`config.mk`:
```
export PLATFORM = sky130hd
export DESIGN_NAME = dram_maint_timer
export DESIGN_NICKNAME = d
export VERILOG_FILES = /design/src/rtl/dram_maint_pkg.sv /design/src/rtl/dram_maint_cfg.sv /design/src/rtl/dram_refresh_sched.sv /design/src/rtl/dram_bank_page_timer.sv /design/src/rtl/dram_maint_timer.sv
export SDC_FILE = /design/constraint.sdc
export NUM_CORES = 1
export LEC_CHECK = 0
export ABC_AREA = 1
export BUFFER_PORTS_ARGS = -buffer_cell sky130_fd_sc_hd__buf_4
export CAP_MARGIN = 20
export CORE_MARGIN = 4
export CORE_UTILIZATION = 40
export CTS_BUF_LIST = sky130_fd_sc_hd__clkbuf_4
export DETAILED_ROUTE_END_ITERATION = 6
export PLACE_DENSITY = 0.57
export RECOVER_POWER = 25
export SYNTH_ARGS = -nofsm -noshare
export SYNTH_HDL_FRONTEND = slang
export SYNTH_SLANG_ARGS = --single-unit
```
`constraint.sdc`:
```
create_clock -name clk -period 2.4 [get_ports clk]
set_input_delay 0.48 -clock clk [delete_from_list [all_inputs] [get_ports clk]]
set_output_delay 0.48 -clock clk [all_outputs]
set_load 0.1 [all_outputs]
```
`src/rtl/dram_maint_pkg.sv`:
```
package dram_maint_pkg;
  localparam int REF_INT_W = 16;
  localparam int RET_W     = 14;
  localparam int CFG_W     = 32;

  // Field order follows the configuration word, most significant first.
  typedef struct packed {
    logic [REF_INT_W-1:0] ref_int;
    logic [1:0]           rsvd;
    logic [RET_W-1:0]     retain;
  } maint_word_t;
endpackage

```
`src/rtl/dram_maint_cfg.sv`:
```
module dram_maint_cfg
  import dram_maint_pkg::*;
(
  input  logic                 clk,
  input  logic                 rst_n,
  input  logic                 cfg_wr,
  input  logic [CFG_W-1:0]     cfg_wdata,
  output logic [REF_INT_W-1:0] ref_int,
  output logic [RET_W-1:0]     retain,
  output logic                 ref_off_wr,
  output logic                 auto_pre
);
  maint_word_t wr_view;
  logic [REF_INT_W-1:0] ref_int_q;
  logic [RET_W-1:0]     retain_q;

  assign wr_view = maint_word_t'(cfg_wdata);

  always_ff @(posedge clk) begin
    if (!rst_n) begin
      ref_int_q <= '0;
      retain_q  <= '0;
    end else if (cfg_wr) begin
      ref_int_q <= wr_view.ref_int;
      retain_q  <= wr_view.retain;
    end
  end

  assign ref_int    = ref_int_q;
  assign retain     = retain_q;
  // A write that turns refresh off drops pending work on its own edge.
  assign ref_off_wr = cfg_wr && (wr_view.ref_int == '0);
  assign auto_pre   = (retain_q == '0);
endmodule

```
`src/rtl/dram_refresh_sched.sv`:
```
module dram_refresh_sched
  import dram_maint_pkg::*;
#(
  parameter int BURST_W = 3,
  parameter int PEND_W  = 4
) (
  input  logic                 clk,
  input  logic                 rst_n,
  input  logic [REF_INT_W-1:0] ref_int,
  input  logic                 ref_off_wr,
  input  logic [BURST_W-1:0]   burst_sel,
  input  logic                 refresh_ack,
  output logic                 refresh_req
);
  localparam int SUM_W = ((PEND_W > BURST_W) ? PEND_W : BURST_W) + 2;
  localparam logic [SUM_W-1:0] PEND_MAX = SUM_W'((1 << PEND_W) - 1);

  logic [REF_INT_W-1:0] cnt_q;
  logic                 run_q;
  logic [PEND_W-1:0]    pend_q;
  logic                 tick;
  logic                 take;
  logic [SUM_W-1:0]     sum;

  assign tick = run_q && (cnt_q == '0) && (ref_int != '0);
  assign take = refresh_req && refresh_ack;

  always_comb begin
    sum = SUM_W'(pend_q);
    if (tick) sum = sum + SUM_W'(burst_sel) + SUM_W'(1);
    if (take) sum = sum - SUM_W'(1);
  end

  // Interval countdown; a new interval is picked up only on reload.
  always_ff @(posedge clk) begin
    if (!rst_n || ref_int == '0) begin
      run_q <= 1'b0;
      cnt_q <= '0;
    end else if (!run_q) begin
      run_q <= 1'b1;
      cnt_q <= ref_int - 1'b1;
    end else if (cnt_q == '0) begin
      cnt_q <= ref_int - 1'b1;
    end else begin
      cnt_q <= cnt_q - 1'b1;
    end
  end

  // Saturating pending-refresh count.
  always_ff @(posedge clk) begin
    if (!rst_n || ref_off_wr || ref_int == '0) begin
      pend_q <= '0;
    end else if (sum > PEND_MAX) begin
      pend_q <= PEND_MAX[PEND_W-1:0];
    end else begin
      pend_q <= sum[PEND_W-1:0];
    end
  end

  assign refresh_req = (pend_q != '0);
endmodule

```
`src/rtl/dram_bank_page_timer.sv`:
```
module dram_bank_page_timer
  import dram_maint_pkg::*;
#(
  parameter int NUM_BANKS = 4,
  parameter int BANK_W    = $clog2(NUM_BANKS)
) (
  input  logic                 clk,
  input  logic                 rst_n,
  input  logic [RET_W-1:0]     retain,
  input  logic                 auto_pre,
  input  logic                 acc_valid,
  input  logic [BANK_W-1:0]    acc_bank,
  input  logic [NUM_BANKS-1:0] bank_open,
  output logic [NUM_BANKS-1:0] close_req
);
  for (genvar b = 0; b < NUM_BANKS; b++) begin : g_bank
    logic [RET_W-1:0] cnt_q;
    logic             armed_q;
    logic             close_q;
    logic             hit;

    assign hit = acc_valid && (acc_bank == BANK_W'(b));

    always_ff @(posedge clk) begin
      if (!rst_n || auto_pre) begin
        cnt_q   <= '0;
        armed_q <= 1'b0;
        close_q <= 1'b0;
      end else if (hit) begin
        cnt_q   <= retain - 1'b1;
        armed_q <= 1'b1;
        close_q <= 1'b0;
      end else if (armed_q && cnt_q == '0) begin
        armed_q <= 1'b0;
        close_q <= bank_open[b];
      end else begin
        if (armed_q) cnt_q <= cnt_q - 1'b1;
        close_q <= 1'b0;
      end
    end

    assign close_req[b] = close_q;
  end
endmodule

```
`src/rtl/dram_maint_timer.sv`:
```
module dram_maint_timer
  import dram_maint_pkg::*;
#(
  parameter int NUM_BANKS = 4,
  parameter int BURST_W   = 3,
  parameter int PEND_W    = 4,
  localparam int BANK_W   = $clog2(NUM_BANKS)
) (
  input  logic                 clk,
  input  logic                 rst_n,
  input  logic                 cfg_wr,
  input  logic [31:0]          cfg_wdata,
  input  logic [BURST_W-1:0]   burst_sel,
  output logic                 refresh_req,
  input  logic                 refresh_ack,
  input  logic                 acc_valid,
  input  logic [BANK_W-1:0]    acc_bank,
  input  logic [NUM_BANKS-1:0] bank_open,
  output logic [NUM_BANKS-1:0] close_req,
  output logic                 auto_pre
);
  logic [REF_INT_W-1:0] ref_int_q;
  logic [RET_W-1:0]     retain_q;
  logic                 ref_off_wr;

  dram_maint_cfg cfg_i (
    .clk        (clk),
    .rst_n      (rst_n),
    .cfg_wr     (cfg_wr),
    .cfg_wdata  (cfg_wdata),
    .ref_int    (ref_int_q),
    .retain     (retain_q),
    .ref_off_wr (ref_off_wr),
    .auto_pre   (auto_pre)
  );

  dram_refresh_sched #(.BURST_W(BURST_W), .PEND_W(PEND_W)) sched_i (
    .clk         (clk),
    .rst_n       (rst_n),
    .ref_int     (ref_int_q),
    .ref_off_wr  (ref_off_wr),
    .burst_sel   (burst_sel),
    .refresh_ack (refresh_ack),
    .refresh_req (refresh_req)
  );

  dram_bank_page_timer #(.NUM_BANKS(NUM_BANKS), .BANK_W(BANK_W)) pages_i (
    .clk       (clk),
    .rst_n     (rst_n),
    .retain    (retain_q),
    .auto_pre  (auto_pre),
    .acc_valid (acc_valid),
    .acc_bank  (acc_bank),
    .bank_open (bank_open),
    .close_req (close_req)
  );
endmodule

```
==> results of run 1 <==
-- metal layers --
| layer | up-vias | GRT usage (%) |
|---|---|---|
| li1 | 3621 | - |
| met1 | 3004 | 28.35 |
| met2 | 138 | 25.68 |
| met3 | 16 | 4.260 |
| met4 | 0 | 5.456 |
| met5 | - | 0 |
-- logic make-up (layout without fill, tap and decap cells) --
family / count (synthesis) / after routing
flops: 115 / 115
compound gates: 214 / 214
simple gates: 496 / 496
buf+inv: 173 / 259
other cells: 0 / 1
xor+xnor: 40 / 40
fa+ha+maj: 14 / 14
-- layout make-up --
| cell class | count | area, sq um | area share (%) |
|---|---|---|---|
| Antenna cell | 1 | 2.502 | 0.03047 |
| Clock buffer | 19 | 142.6 | 1.737 |
| Clock inverter | 11 | 186.4 | 2.270 |
| Inverter | 138 | 520.5 | 6.339 |
| Multi-Input combinational cell | 764 | 4085 | 49.75 |
| Sequential cell | 115 | 2307 | 28.10 |
| Tap cell | 220 | 275.3 | 3.352 |
| Timing Repair Buffer | 91 | 691.9 | 8.426 |
-- critical path, stage by stage (launching register included) --
cell and delay (ns):
dfxtp_2 0.35, inv_4 0.06, ha_4 0.13, nand2_2 0.05, nor2_1 0.11, inv_1 0.08
nor2_4 0.12, nand3_4 0.09, nor4_4 0.20, buf_6 0.27
-- power by group through the flow --
stage	Clock, mW	Sequential (mW)	Combinational (mW)
3_3_place_gp	0	2.36	2.48
6_report	1.69	2.32	2.64
5_1_grt	1.83	2.36	2.99
4_1_cts	1.73	2.32	2.56
3_5_place_dp	0	2.36	2.49
2_1_floorplan	0	2.31	1.92
-- path summary, 6_finish.rpt --
kind | startpoint | to | slack, ns | depth (start not counted)
max | cfg_i.retain[0] | auto_pre | -0.07 | 9
min reg2reg | pages_i.g_bank[0].armed_q | pages_i.g_bank[0].close_q | 0.49 | 2
max reg2reg | sched_i.pend_q[0] | sched_i.pend_q[2] | 0.05 | 17
min | cfg_wdata[12] | cfg_i.retain[12] | 0.16 | 3
-- what timing repair did --
item / CTS / global route
resized for setup: 6 / 7
pin swaps: 7 / 3
hold buffers: 0 / 0
hold endpoints to repair: 0 / 0
buffers inserted: 8 / 2
endpoints found under the setup margin: 5 / 5
-- through the flow --
step                area [sq um]   TNS, ns  instances  hold WS [ns]  total power, mW
floorplan                   7043   -0.2593       1052        0.4497            4.233
global placement            7765   -0.8550       1318        0.4648            4.841
detailed placement          7765   -0.9022       1318        0.4647            4.852
CTS                         8172  -0.08064       1356        0.1265            6.616
global route                8212   -0.7001       1359        0.1274            7.173
finish                      8212  -0.07132       1359        0.1625            6.653
-- registers in the layout (all words and copies together) (netlist names) --
register and cells:
cfg_i.retain 14, sched_i.cnt_q 16, sched_i.pend_q 4, pages_i.g_bank.armed_q 4
pages_i.g_bank.close_q 4, cfg_i.ref_int 16, sched_i.run_q 1, pages_i.g_bank.cnt_q 56
-- cell usage in the layout, fill, tap and decap left out, drive strengths merged, types with 2 or more instances in the layout --
cell / count
clkbuf: 21
nor4: 4
inv: 138
and3: 2
nor2: 149
dfxtp: 115
o21ai: 79
nor3: 38
o21bai: 2
nand2: 213
o31ai: 2
a311oi: 3
o211ai: 18
nand4: 13
or2: 5
bufinv: 5
a31oi: 16
a2bb2oi: 2
xnor2: 9
nand3: 68
a211oi: 8
xor2: 31
a22oi: 4
a21oi: 74
ha: 13
buf: 89
clkinv: 6
nand3b: 2
==> results.yml, run 1 <==
grt:
  grt_pass1_vias: 5898
  grt_pass1_wl_mm: 29.66
  grt_util_all_layers_pct: 18.53
  antenna_found_initial: 1
  grt_max_degree: 47
  grt-ovfl-total: 0
synth:
  yosysSeqAreaShare_pct: 33.05
  synth_mux_area_share_pct: 0
  syn-num-nets: 1112
  syn_avg_cell_area_sq_um: 6.622
  synth_compound_area_share_pct: 17.55
  synthAdderAreaFrac_pct: 2.622
  ys_warn_count: 0
  ys_top_cells_by_area: "dfxtp_1, nand2_1, nor2_1"
  synth_edf_count: 0
  synth_top_family_by_area: "simple AND/OR/NAND/NOR gates"
  netlist_top_cells_count: "nand2_1, nor2_1, inv_1"
  ys_ff_latch: 115
  yosys.cell_types.count: 47
  synth_xor_area_share_pct: 5.029
  async_reset_ff_share_pct: 0
  synth_top_area_share_pct: 33.05
  synth_area_leader_cell: "dfxtp_1"
  synth_area_sq_um: 6967
  synth.most_common_cell: "nand2_1"
  synth-simple-area-share_pct: 31.66
  synth_cells: 1052
  ys.flop_type: "dfxtp_1"
setup_path:
  end_kind: "output port"
  crit_required_ns: 1.92
  worstSetupPathType: "flop to output port"
  crit_fanout: 2
  arrival_ns: 1.99
  worst_setup_path_start_kind: "flop"
final_layout:
  final_util_pct: 48.82
  drive_above_1_share_pct: 17.05
  fin_nets: 1187
  fillers: 1780
  area_growth_syn_to_layout_pct: 17.87
floorplan:
  fp.dieW_um: 140.0
  core_area_sq_um: 16820
  row_count: 47
  initial_core_util_pct: 41.42
  chipHeight_um: 140.0
  die_area_sq_um: 19590
  io_pins: 52
sta:
  hold_viol: 0
  worst_slew_pin_slew_ns: 1.706
  rsz0062_at_grt: "true"
  fin_crit_sh_pct: 103.0
  min_period_ns: 2.471
  slew_headroom_pct: -13.74
  drv_slew: 47
  finalSetupViolations: 1
  fin_skew_ns: 0.02289
  layout_setup_ws_ns: -0.07132
  fmax_mhz: 404.6
status:
  status: "finished with violations"
  violations: "capacitance limit, slew limit, setup timing"
clocking:
  clock-root-buffer: "clkbuf_4"
  cts.sinks: 115
  cts_htree_levels: 4
  clock_latency_ns: 0.54
  clock_path_buffers: 2
  cts_tree: "done"
  clkSlewWorstSetupHoldPaths_ns: 0.11
  cts_buffers: 17
run:
  drv_cap: 1
power_and_ir_drop:
  ir_drop_mv: 0.7419
  power_density_nw_per_um2: 810.2
  internal_power_mw: 4.106
  p_seq_share_pct: 34.9
  combPwrFrac_pct: 39.7
  power.switching_mw: 2.547
  pwr-share-clk_pct: 25.4
  power.leakage_nw: 3.674
  switching_share_pct: 38.28
routing:
  wl_met3_um: 969
  ant_nets: 0
  drtIter0Drc: 463
  drc_errors: 0
  wl_per_cell_um: 13.55
  drt_wl_total_mm: 18.41
  vias_per_cell: 4.988
  wl_met1_mm: 9.720
  route.met2.wl_mm: 7.455
  via_count: 6779
  drt_pre_antenna_iters: 5
  highest_layer: "met4"
placement:
  io_buffers: 49
  routabilityCongestion: 0.8347
  post-dp-hpwl_mm: 13.53
  dp_slack_ns: -0.2387
hold_path:
  hold_path.class: "input pin to flop"
Power figures use the tool's default switching activity.
==> run 2: changes to the inputs <==
- SYNTH_HIERARCHICAL: default -> 1
==> run 2 against run 1 <==
Compared with the run above:
- the run now ends clean
- largest cell class unchanged
- utilization fell by 2.7 points
- via count grew 12%
- non-clock buffer count decreased by 22
- fmax is 12% higher
- wire length rose by 11%
- total power is 3.8% lower
- combinational power down 4%
- clock skew fell by 0.0034 ns
- clock power down 9%
- register-to-register slack better by 0.15 ns
- die area up 6.4%
==> results.yml, run 2 <==
setup_path:
  worst_setup_path_start_kind: "flop"
  crit_fanout: 4
  critPathMaxStageDelay_ns: 0.57
  rr_endpoint: "sched_i/pend_q[0]"
  worstSetupPathType: "flop to flop"
  r2r_start: "sched_i/pend_q[0]"
  r2r_slack_ns: 0.20
  rr_worst_depth: 14
  path_cells: "inv_2 > ha_4 > fa_1 > nand2_1 > nand2_1 > ha_1 > inv_1 > nor2_1 > nand3_1 > nor2_1 > nor2_1 > nand2_1 > nand2_2 > a21oi_1"
  crit_required_ns: 2.85
  cp_slowest_cell: "fa_1"
  end_kind: "flop"
  arrival_ns: 2.65
synth:
  async_reset_ff_share_pct: 0
  synth_cells: 1220
  synth_area_sq_um: 7443
  synth.most_common_cell: "nand2_1"
  syn-num-nets: 1280
  synth_edf_count: 0
  yosysSeqAreaShare_pct: 30.93
  ys.flop_type: "dfxtp_1"
  yosys.cell_types.count: 48
  synth_area_leader_cell: "dfxtp_1"
  synth_top_area_share_pct: 30.93
  netlist_top_cells_count: "nand2_1, nor2_1, inv_1"
  ys_ff_latch: 115
  ys_warn_count: 6
  ys_top_cells_by_area: "dfxtp_1, nand2_1, nor2_1"
  syn_avg_cell_area_sq_um: 6.101
routing:
  vias_per_cell: 5.010
  drc_errors: 0
  wl_per_cell_um: 13.52
  drt_wl_total_mm: 20.42
  drt_pre_antenna_iters: 5
  via_count: 7565
  ant_nets: 0
  drtIter0Drc: 458
power_and_ir_drop:
  internal_power_mw: 3.807
  ir_drop_mv: 0.3905
  p_seq_share_pct: 36.3
  switching_share_pct: 40.48
  power.leakage_nw: 4.054
  total_power_mw: 6.397
  combPwrFrac_pct: 39.7
  pwr-share-clk_pct: 24.0
  power_density_nw_per_um2: 764.1
  power.switching_mw: 2.590
sta:
  finalSetupViolations: 0
  min_period_ns: 2.197
  fin_crit_sh_pct: 91.56
  worst_slew_pin_slew_ns: 0.8209
  hold_viol: 0
  fmax_mhz: 455.1
  fin_skew_ns: 0.01950
  slew_headroom_pct: 45.21
  layout_setup_ws_ns: 0.2026
  drv_slew: 0
status:
  status: "finished, final reports clean"
grt:
  antenna_found_initial: 1
  grtUsageMet2_pct: 32.26
  grt-ovfl-total: 0
  grt_util_all_layers_pct: 20.14
  gr-usage-met1_pct: 27.65
  grt_pass1_wl_mm: 33.71
  grt.busiest_layer: "met2"
  grt_pass1_vias: 6705
  grt_max_degree: 49
  met3_usage_pct: 3.869
final_layout:
  fillers: 1951
  layout_common_cells: "nand2_1, nor2_1, inv_1"
  largest_reg_flops: 56
  layout_commonest_cell: "nand2_1"
  drive_above_1_share_pct: 12.27
  multi_input_area_sq_um: 4461
  fin_nets: 1327
  seqCellArea_sq_um: 2303
  top_register: "pages_i/g_bank.cnt_q"
  area_growth_syn_to_layout_pct: 12.47
placement:
  dp_slack_ns: 0.02818
  io_buffers: 49
  post-dp-hpwl_mm: 14.89
  routabilityCongestion: 0.8347
floorplan:
  row_count: 49
  core_area_sq_um: 18150
  chipHeight_um: 144.4
  fp.dieW_um: 144.4
  io_pins: 52
  initial_core_util_pct: 41.02
  die_area_sq_um: 20850
hold_path:
  whs_path_depth: 3
  min_from: "cfg_wdata[0]"
  holdPathEnd: "cfg_i/retain[0]"
  hold_path.class: "input pin to flop"
clocking:
  clkSlewWorstSetupHoldPaths_ns: 0.11
  cts_buffers: 17
  cts.sinks: 115
  cts_htree_levels: 4
  cts_tree: "done"
  clock_latency_ns: 0.53
  clock_path_buffers: 2
  clock-root-buffer: "clkbuf_4"
run:
  drv_cap: 0
[run 2: changes by cell type after synthesis, moves of 10 or more]
cell,change
o211ai_1,-17
xor2_1,-20
nand3_1,+35
nor2_1,+94
o21ai_0,+26
a21oi_1,-22
a31oi_1,-10
nand2_1,+109
o21ai_1,+13
nor3_1,-21
[run 2: worst max-delay path by stage]
| stage | startpoint | to | slack (ns) | depth (start not counted) |
|---|---|---|---|---|
| floorplan | sched_i/pend_q[1] | sched_i/pend_q[1] | 0.02 | 10 |
| global placement | burst_sel[0] | sched_i/pend_q[3] | 0.05 | 15 |
| CTS | cfg_i/ref_int[0] | sched_i/pend_q[2] | 0.05 | 20 |
| global route | cfg_i/ref_int[1] | sched_i/pend_q[0] | -0.003 | 20 |
| finish | sched_i/pend_q[0] | sched_i/pend_q[0] | 0.20 | 14 |
| detailed placement | burst_sel[0] | sched_i/pend_q[2] | 0.03 | 15 |
[run 2: power groups by stage]
stage          Combinational, mW  Clock (mW)  Sequential, mW
2_1_floorplan               1.94           0            2.31
3_3_place_gp                2.47           0            2.37
3_5_place_dp                2.48           0            2.36
4_1_cts                     2.49        1.60            2.32
5_1_grt                     2.92        1.69            2.36
6_report                    2.54        1.53            2.32
[run 2: cells by family (layout without fill, tap and decap cells)]
logic type                 after synthesis  in the layout  share of synthesized area (%)
adders and majority gates               14             14                          2.454
DFF                                    115            115                          30.93
AOI/OAI and AO/OA                      191            191                          13.50
other                                    0              1                              0
and+or+nand+nor                        710            710                          40.98
buffers and inverters                  170            230                          9.716
xor gates and xnor gates                16             16                          1.883
muxes                                    4              4                         0.5379
[run 2: critical path, delay by kind of cell, from the launching register on]
kind / cells / cell delay, ns
AOI/OAI and AO/OA: 1 / 0.13
adders and majority gates: 3 / 0.87
buffers and inverters: 2 / 0.11
DFF: 1 / 0.33
and+or+nand+nor: 8 / 0.69
[run 2: stage by stage]
stage                     instance area (sq um)  utilization, %  instances  hold WS (ns)   TNS [ns]
after floorplan                            7451               -       1220        0.4217          0
after global placement                     8031           44.26       1476        0.4473          0
after detailed placement                   8031           44.26       1476        0.4480          0
after CTS                                  8330           45.90       1508        0.1089          0
after global routing                       8372           46.13       1510        0.1051  -0.002687
final                                      8372           46.13       1510        0.1643          0
[run 2: routing by layer]
metal / part of all wire, % / vias up
met1: 47 / 3393
met4: 1.9 / 0
met3: 4.3 / 22
li1: - / 4000
met5: 0 / -
met2: 47 / 150
[run 2: area by class of cell]
cell class	instances	share of cell area, %
Antenna cell	1	0.02989
Clock buffer	22	1.973
Clock inverter	10	1.599
Inverter	129	5.844
Multi-Input combinational cell	935	53.28
Sequential cell	115	27.51
Tap cell	229	3.423
Timing Repair Buffer	69	6.337
[run 2: what timing repair did]
action,in CTS,in global routing
hold buffers,0,0
gates resized for setup,0,13
setup endpoints to repair,0,4
buffers inserted,0,1
